[config.mk]
export PLATFORM = sky130hd
export DESIGN_NAME = kreg_seq
export DESIGN_NICKNAME = d
export VERILOG_FILES = /design/src/rtl/kreg_pkg.sv /design/src/rtl/kreg_tick.sv /design/src/rtl/kreg_lane_acc.sv /design/src/rtl/kreg_div.sv /design/src/rtl/kreg_seq.sv
export SDC_FILE = /design/constraint.sdc
export NUM_CORES = 1
export LEC_CHECK = 0
export BUFFER_PORTS_ARGS = -buffer_cell sky130_fd_sc_hd__buf_2
export CORE_AREA = 2 2 250 252
export DETAILED_ROUTE_END_ITERATION = 16
export DIE_AREA = 0 0 252 254
export PLACE_DENSITY = 0.65
export SLEW_MARGIN = 10
export SYNTH_ARGS = -nofsm -noshare
export SYNTH_HDL_FRONTEND = slang
export SYNTH_HIERARCHICAL = 1
export SYNTH_SLANG_ARGS = --single-unit
export TNS_END_PERCENT = 1
[constraint.sdc]
create_clock -name clk -period 35.2 [get_ports clk]
set_clock_uncertainty 0.1 [all_clocks]
set_input_delay 3.52 -clock clk [delete_from_list [all_inputs] [get_ports clk]]
set_output_delay 3.52 -clock clk [all_outputs]
set_load 0.02 [all_outputs]
[src/rtl/kreg_pkg.sv]
package kreg_pkg;
  typedef enum logic [2:0] {
    ST_IDLE,
    ST_RUN,
    ST_SUM,
    ST_LOAD,
    ST_DIV,
    ST_FIN
  } kreg_state_e;
endpackage

[src/rtl/kreg_tick.sv]
module kreg_tick #(
  parameter int TICK_W = 32
) (
  input  logic              clk,
  input  logic              rst_n,
  output logic [TICK_W-1:0] tick_o
);
  logic [TICK_W-1:0] tick_q, tick_d;

  always_comb tick_d = tick_q + TICK_W'(1);

  always_ff @(posedge clk or negedge rst_n) begin
    if (!rst_n) tick_q <= '0;
    else        tick_q <= tick_d;
  end

  assign tick_o = tick_q;
endmodule

[src/rtl/kreg_lane_acc.sv]
module kreg_lane_acc #(
  parameter int WT_W = 16,
  parameter int WY_W = 32,
  parameter int SW_W = 23,
  parameter int SY_W = 39
) (
  input  logic            clk,
  input  logic            rst_n,
  input  logic            clr_i,
  input  logic            en_i,
  input  logic [WT_W-1:0] wt_i,
  input  logic [WY_W-1:0] wy_i,
  output logic [SW_W-1:0] sw_o,
  output logic [SY_W-1:0] sy_o
);
  logic [SW_W-1:0] sw_q, sw_d;
  logic [SY_W-1:0] sy_q, sy_d;

  always_comb begin
    sw_d = sw_q;
    sy_d = sy_q;
    if (clr_i) begin
      sw_d = '0;
      sy_d = '0;
    end else if (en_i) begin
      sw_d = sw_q + SW_W'(wt_i);
      sy_d = sy_q + SY_W'(wy_i);
    end
  end

  always_ff @(posedge clk or negedge rst_n) begin
    if (!rst_n) begin
      sw_q <= '0;
      sy_q <= '0;
    end else if (clr_i || en_i) begin
      sw_q <= sw_d;
      sy_q <= sy_d;
    end
  end

  assign sw_o = sw_q;
  assign sy_o = sy_q;
endmodule

[src/rtl/kreg_div.sv]
module kreg_div #(
  parameter int NUM_W = 39,
  parameter int DEN_W = 23,
  parameter int QUO_W = 16
) (
  input  logic             clk,
  input  logic             rst_n,
  input  logic             load_i,
  input  logic             step_i,
  input  logic [NUM_W-1:0] num_i,
  input  logic [DEN_W-1:0] den_i,
  output logic [QUO_W-1:0] q_o,
  output logic             zero_o,
  output logic             last_o
);
  localparam int FB   = QUO_W - 1;
  localparam int WIDE = (NUM_W > DEN_W + FB) ? NUM_W : DEN_W + FB;
  localparam int RW   = WIDE + 1;
  localparam int CW   = $clog2(FB + 1);

  logic [RW-1:0] rem_q, rem_d, dsh_q, dsh_d, num_x, den_x;
  logic [FB-1:0] qb_q, qb_d;
  logic [CW-1:0] cnt_q, cnt_d;
  logic          sat_q, sat_d, zero_q, zero_d;
  logic          fits;

  assign num_x = {{(RW-NUM_W){1'b0}}, num_i};
  assign den_x = {{(RW-DEN_W){1'b0}}, den_i};
  assign fits  = (rem_q >= dsh_q);

  always_comb begin
    rem_d  = rem_q;
    dsh_d  = dsh_q;
    qb_d   = qb_q;
    cnt_d  = cnt_q;
    sat_d  = sat_q;
    zero_d = zero_q;
    if (load_i) begin
      rem_d  = num_x;
      dsh_d  = den_x << (FB - 1);
      qb_d   = '0;
      cnt_d  = '0;
      sat_d  = (num_x >= (den_x << FB));
      zero_d = (den_i == '0);
    end else if (step_i) begin
      if (fits) rem_d = rem_q - dsh_q;
      qb_d  = {qb_q[FB-2:0], fits};
      dsh_d = dsh_q >> 1;
      cnt_d = cnt_q + CW'(1);
    end
  end

  always_ff @(posedge clk or negedge rst_n) begin
    if (!rst_n) begin
      rem_q  <= '0;
      dsh_q  <= '0;
      qb_q   <= '0;
      cnt_q  <= '0;
      sat_q  <= 1'b0;
      zero_q <= 1'b0;
    end else if (load_i || step_i) begin
      rem_q  <= rem_d;
      dsh_q  <= dsh_d;
      qb_q   <= qb_d;
      cnt_q  <= cnt_d;
      sat_q  <= sat_d;
      zero_q <= zero_d;
    end
  end

  assign last_o = step_i && (cnt_q == CW'(FB - 1));
  assign zero_o = zero_q;

  always_comb begin
    if (zero_q)     q_o = '0;
    else if (sat_q) q_o = {1'b0, {FB{1'b1}}};
    else            q_o = {1'b0, qb_q};
  end
endmodule

[src/rtl/kreg_seq.sv]
module kreg_seq
  import kreg_pkg::*;
#(
  parameter int NPTS   = 100,
  parameter int NLANES = 1,
  parameter int Q_W    = 16,
  parameter int WT_W   = 16,
  parameter int WY_W   = 32,
  parameter int QUO_W  = 16,
  parameter int TICK_W = 32,
  parameter int IDX_W  = $clog2(NPTS)
) (
  input  logic                    clk,
  input  logic                    rst_n,
  input  logic                    start_i,
  input  logic [Q_W-1:0]          qa_i,
  input  logic [Q_W-1:0]          qb_i,
  output logic                    busy_o,
  output logic                    done_o,
  output logic [QUO_W-1:0]        result_o,
  output logic                    div0_o,
  output logic [TICK_W-1:0]       elapsed_o,
  output logic                    kvalid_o,
  output logic                    ksel_o,
  output logic [Q_W-1:0]          kqa_o,
  output logic [Q_W-1:0]          kqb_o,
  output logic [NLANES*IDX_W-1:0] kidx_o,
  input  logic [NLANES*WT_W-1:0]  kwt_i,
  input  logic [NLANES*WY_W-1:0]  kwy_i
);
  localparam int SUB   = NPTS / NLANES;
  localparam int CNT_W = $clog2(SUB + 1);
  localparam int EXT   = $clog2(NPTS + 1);
  localparam int SW_W  = WT_W + EXT;
  localparam int SY_W  = WY_W + EXT;

  // reset: asynchronous assert, synchronous release
  logic rst_meta_q, rst_sync_n;
  always_ff @(posedge clk or negedge rst_n) begin
    if (!rst_n) {rst_sync_n, rst_meta_q} <= 2'b00;
    else        {rst_sync_n, rst_meta_q} <= {rst_meta_q, 1'b1};
  end

  kreg_state_e       state_q, state_d;
  logic [CNT_W-1:0]  cnt_q, cnt_d;
  logic [Q_W-1:0]    qa_q, qb_q;
  logic [TICK_W-1:0] tick, t0_q;
  logic [SW_W-1:0]   sw_tot_q, sw_sum;
  logic [SY_W-1:0]   sy_tot_q, sy_sum;
  logic [QUO_W-1:0]  res_q, div_q;
  logic              div0_q, done_q, div_zero, div_last;
  logic [TICK_W-1:0] el_q;
  logic              accept, run_en;

  logic [SW_W-1:0] lane_sw [NLANES];
  logic [SY_W-1:0] lane_sy [NLANES];

  assign accept = (state_q == ST_IDLE) && start_i;
  assign run_en = (state_q == ST_RUN);

  kreg_tick #(.TICK_W(TICK_W)) tick_i (
    .clk(clk), .rst_n(rst_sync_n), .tick_o(tick)
  );

  for (genvar l = 0; l < NLANES; l++) begin : g_lane
    assign kidx_o[l*IDX_W +: IDX_W] = IDX_W'(l * SUB) + IDX_W'(cnt_q);

    kreg_lane_acc #(
      .WT_W(WT_W), .WY_W(WY_W), .SW_W(SW_W), .SY_W(SY_W)
    ) acc_i (
      .clk  (clk),
      .rst_n(rst_sync_n),
      .clr_i(accept),
      .en_i (run_en),
      .wt_i (kwt_i[l*WT_W +: WT_W]),
      .wy_i (kwy_i[l*WY_W +: WY_W]),
      .sw_o (lane_sw[l]),
      .sy_o (lane_sy[l])
    );
  end

  always_comb begin
    sw_sum = '0;
    sy_sum = '0;
    for (int l = 0; l < NLANES; l++) begin
      sw_sum = sw_sum + lane_sw[l];
      sy_sum = sy_sum + lane_sy[l];
    end
  end

  kreg_div #(.NUM_W(SY_W), .DEN_W(SW_W), .QUO_W(QUO_W)) div_i (
    .clk   (clk),
    .rst_n (rst_sync_n),
    .load_i(state_q == ST_LOAD),
    .step_i(state_q == ST_DIV),
    .num_i (sy_tot_q),
    .den_i (sw_tot_q),
    .q_o   (div_q),
    .zero_o(div_zero),
    .last_o(div_last)
  );

  // next-state logic
  always_comb begin
    state_d = state_q;
    cnt_d   = cnt_q;
    case (state_q)
      ST_IDLE: if (start_i) begin
        state_d = ST_RUN;
        cnt_d   = '0;
      end
      ST_RUN: begin
        cnt_d = cnt_q + CNT_W'(1);
        if (cnt_q == CNT_W'(SUB - 1)) state_d = ST_SUM;
      end
      ST_SUM:  state_d = ST_LOAD;
      ST_LOAD: state_d = ST_DIV;
      ST_DIV:  if (div_last) state_d = ST_FIN;
      ST_FIN:  state_d = ST_IDLE;
      default: state_d = ST_IDLE;
    endcase
  end

  always_ff @(posedge clk or negedge rst_sync_n) begin
    if (!rst_sync_n) begin
      state_q <= ST_IDLE;
      cnt_q   <= '0;
    end else begin
      state_q <= state_d;
      cnt_q   <= cnt_d;
    end
  end

  always_ff @(posedge clk or negedge rst_sync_n) begin
    if (!rst_sync_n) begin
      qa_q <= '0;
      qb_q <= '0;
      t0_q <= '0;
    end else if (accept) begin
      qa_q <= qa_i;
      qb_q <= qb_i;
      t0_q <= tick;
    end
  end

  always_ff @(posedge clk or negedge rst_sync_n) begin
    if (!rst_sync_n) begin
      sw_tot_q <= '0;
      sy_tot_q <= '0;
    end else if (state_q == ST_SUM) begin
      sw_tot_q <= sw_sum;
      sy_tot_q <= sy_sum;
    end
  end

  always_ff @(posedge clk or negedge rst_sync_n) begin
    if (!rst_sync_n) begin
      res_q  <= '0;
      div0_q <= 1'b0;
      el_q   <= '0;
    end else if (state_q == ST_FIN) begin
      res_q  <= div_q;
      div0_q <= div_zero;
      el_q   <= tick - t0_q;
    end
  end

  always_ff @(posedge clk or negedge rst_sync_n) begin
    if (!rst_sync_n) done_q <= 1'b0;
    else             done_q <= (state_q == ST_FIN);
  end

  assign busy_o    = (state_q != ST_IDLE);
  assign done_o    = done_q;
  assign result_o  = res_q;
  assign div0_o    = div0_q;
  assign elapsed_o = el_q;
  assign kvalid_o  = run_en;
  assign ksel_o    = 1'b0;
  assign kqa_o     = qa_q;
  assign kqb_o     = qb_q;
endmodule

==> flow_metrics.tcl <==
set metrics [dict create \
    layout.nets 2857 \
    viasPerCell 5.280 \
    worst-r2r-cell-count 13 \
    die_h_um 254 \
    critPathMaxFanout 3 \
    crit_arrival_ns 6.28 \
    drtIter0Drc 1139 \
    postCtsSetupRepairBufs 0 \
    hold_violations 0 \
    die_w_um 252 \
    cp.depth 12 \
    grt.overflow.total 0 \
    yosysUniqueCellTypes 104 \
    antenna_cells 0 \
    place.gp.congestion 0.9153 \
    synth_top_area_share 0.4123 \
    fillers 5916 \
    syn2layout_area_growth_pct 13.05 \
    rsz0062_at_grt "false" \
    path_buf_inv 1 \
    slew_viol_final 0 \
    antenna_left 0 \
    criticalPathCategory "in -> reg" \
    syn-cell-area_mm2 0.02306 \
    first_pass_iters 5 \
    grt_pass1_vias 17950 \
    clock_latency_ns 0.58 \
    io_pins 175 \
    synth_edf_count 0 \
    drt-total-wl_mm 55.27 \
    startpoint_type "input pin" \
    cpPeakStageDelay_ns 0.46 \
    cts_buffer_depth 3 \
    most-common-layout-cells "dfrtp_1, nand2_1, nor2_1, buf_2, o21ai_0" \
    r2r_start "div_i/rem_q[0]" \
    cts.reportedPaths.clkPinSlew_ns 0.06 \
    tns_ns 0 \
    synth_top_flop_cell "dfrtp_1" \
    worstMarginPinSlew_ns 1.053 \
    vias 18220 \
    power_per_cell_area_mw_per_mm2 52.25 \
    hold_path_class "reg -> reg" \
    clock_sinks 380 \
    hpwl_mm 40.75 \
    antenna_found_initial 1 \
    critical-path-top-delay-family "compound AO/OA/AOI/OAI gates" \
    synthTopCellsByArea "dfrtp_1, ha_1, nand2_1" \
    required_ns 35.54 \
    yosysWarnings 6 \
    drv_cap 0 \
    fin_cells 3450 \
    finalCriticalPeriod_ns 5.943 \
    hold_buffers 0 \
    peakVddDrop_uv 38.71 \
    cp_slowest_cell "o311ai_2" \
    outcome "complete, no violations" \
    leakage_nw 12.81 \
    grt_pass1_wl_mm 90.83 \
    synthCells 2504 \
    timing.fmax_ghz 0.1683 \
    critPathLaunch "kwy_i[0]" \
    wire_per_inst_um 16.02 \
    slew_headroom 0.2982 \
    setup-violations-final 0 \
    worst_setup_path_end_kind "flop" \
    start_util 0.3765 \
    ys_async_sr_fraction 1.000 \
    std_cell_rows 91 \
    drive_above_1_share 0.1534 \
    rrSetupSlack_ns 30.81 \
    die_area_mm2 0.06401 \
    clockRootBuffer "clkbuf_16" \
    grt_max_degree 99 \
    drc_errors 0 \
    r2r-end "div_i/rem_q[11]" \
    numCtsBuffers 44 \
    synth_seq_cells 380 \
    core_area_mm2 0.06126 \
    cts_tree "done" \
    cts-resized-gates 0 \
    critical_path.cell_chain "buf_2 -> ha_1 -> fa_1 -> a21oi_1 -> o22ai_1 -> o311ai_2 -> o2bb2ai_2 -> a211oi_2 -> a211oi_1 -> o2111ai_1 -> xor2_1 -> nor2_1" \
    synth_area_leader_cell "dfrtp_1" \
    ys_seq_area_frac 0.4123 \
    cp-endpoint "g_lane[0].acc_i/sy_o[38]" \
    cts_max_level 2 \
    min_period_over_period 0.1688 \
    track_usage 0.1710 \
    portBuffers 173 \
    syn_nets 2734 \
    place_inst 3371 \
    final_common_cell "dfrtp_1" \
    synth_area_per_cell_um2 9.211 \
]
-- metal layers --
metal	vias to the layer above	GRT usage	share of wire
li1	9052	-	-
met1	8702	0.2235	0.46
met2	359	0.2886	0.47
met3	100	0.02202	0.035
met4	2	0.06543	0.031
met5	-	0	0.00018
-- registers in the layout (all words and copies together), names as in the netlist, 23 cells and up --
signal,flops
div_i/dsh_q,37
div_i/rem_q,40
elapsed_o,32
g_lane.acc_i/sw_o,23
g_lane.acc_i/sy_o,39
sw_tot_q,23
sy_tot_q,39
t0_q,32
tick_i/tick_o,32
-- report_power, final --
part | total (mW) | internal, mW | switching (mW) | leakage, nW
clock network | 0.489 | 0.301 | 0.187 | 0.762
logic | 0.354 | 0.162 | 0.192 | 7.09
registers | 0.520 | 0.477 | 0.0433 | 4.96
-- synthesized netlist by cell type (20+ instances only) --
| cell type | n |
|---|---|
| nand2_1 | 377 |
| clkbuf_1 | 56 |
| xor2_1 | 63 |
| buf_2 | 23 |
| o21ai_0 | 146 |
| nor2_1 | 206 |
| a21oi_1 | 143 |
| nand4_1 | 36 |
| nor2b_1 | 22 |
| inv_1 | 142 |
| nor3_1 | 33 |
| o21ai_1 | 31 |
| mux2_2 | 65 |
| ha_1 | 143 |
| dfrtp_1 | 380 |
| mux2i_1 | 90 |
| a21o_1 | 38 |
| nand3_1 | 58 |
| xnor2_1 | 64 |
| a211oi_1 | 20 |
-- worst reg2reg max path, cell delays in order (launching register included) --
cell and delay [ns]:
dfrtp_1 0.38, inv_1 0.06, ha_1 0.16, inv_1 0.05
fa_1 0.43, a21oi_1 0.27, o211ai_2 0.15, a211o_1 0.43
a22o_1 0.31, o31ai_4 0.76, buf_4 0.61, nor4_1 0.19
a211oi_1 0.27, a21oi_1 0.07
-- area by class of cell --
type                            count  area (µm²)  share of cell area
Clock inverter                     19       307.8             0.01180
Inverter                          144       543.0             0.02083
Sequential cell                   380        9513              0.3648
Multi-Input combinational cell   1867       12480              0.4785
Tap cell                          790       988.4             0.03791
Clock buffer                       60        1251             0.04799
Timing Repair Buffer              190       993.5             0.03810
-- worst min path at each step --
stage                from          to  slack (ns)  cells after the start
2_1_floorplan  rst_meta_q  rst_sync_n        0.23                      0
3_3_place_gp   rst_meta_q  rst_sync_n        0.24                      0
3_5_place_dp   rst_meta_q  rst_sync_n        0.24                      0
4_1_cts        rst_meta_q  rst_sync_n        0.26                      0
5_1_grt        rst_meta_q  rst_sync_n        0.26                      0
6_report       rst_meta_q  rst_sync_n        0.26                      0
-- kinds of logic (layout without fill, tap and decap cells) --
group | after synthesis | in the layout | share of synthesized area
compound gates | 573 | 573 | 0.1670
xor+xnor | 127 | 127 | 0.04823
fa+ha+maj | 147 | 147 | 0.08105
buf+inv | 257 | 413 | 0.04758
flops | 380 | 380 | 0.4123
mux | 155 | 155 | 0.07080
other cells | 3 | 3 | 0.0004882
simple gates | 862 | 862 | 0.1726
-- through the flow --
| stage | area (µm²) | power, mW | setup WS [ns] | utilization | hold slack [ns] |
|---|---|---|---|---|---|
| floorplan | 23060 | 0.8013 | 23.72 | - | 0.2312 |
| global placement | 24510 | 0.8638 | 28.69 | 0.4002 | 0.2364 |
| detailed placement | 24510 | 0.8779 | 28.63 | 0.4002 | 0.2402 |
| CTS | 26070 | 1.376 | 29.23 | 0.4257 | 0.2629 |
| global route | 26070 | 1.445 | 29.07 | 0.4257 | 0.2641 |
| finish | 26070 | 1.362 | 29.26 | 0.4257 | 0.2625 |
Power figures use the tool's default switching activity.
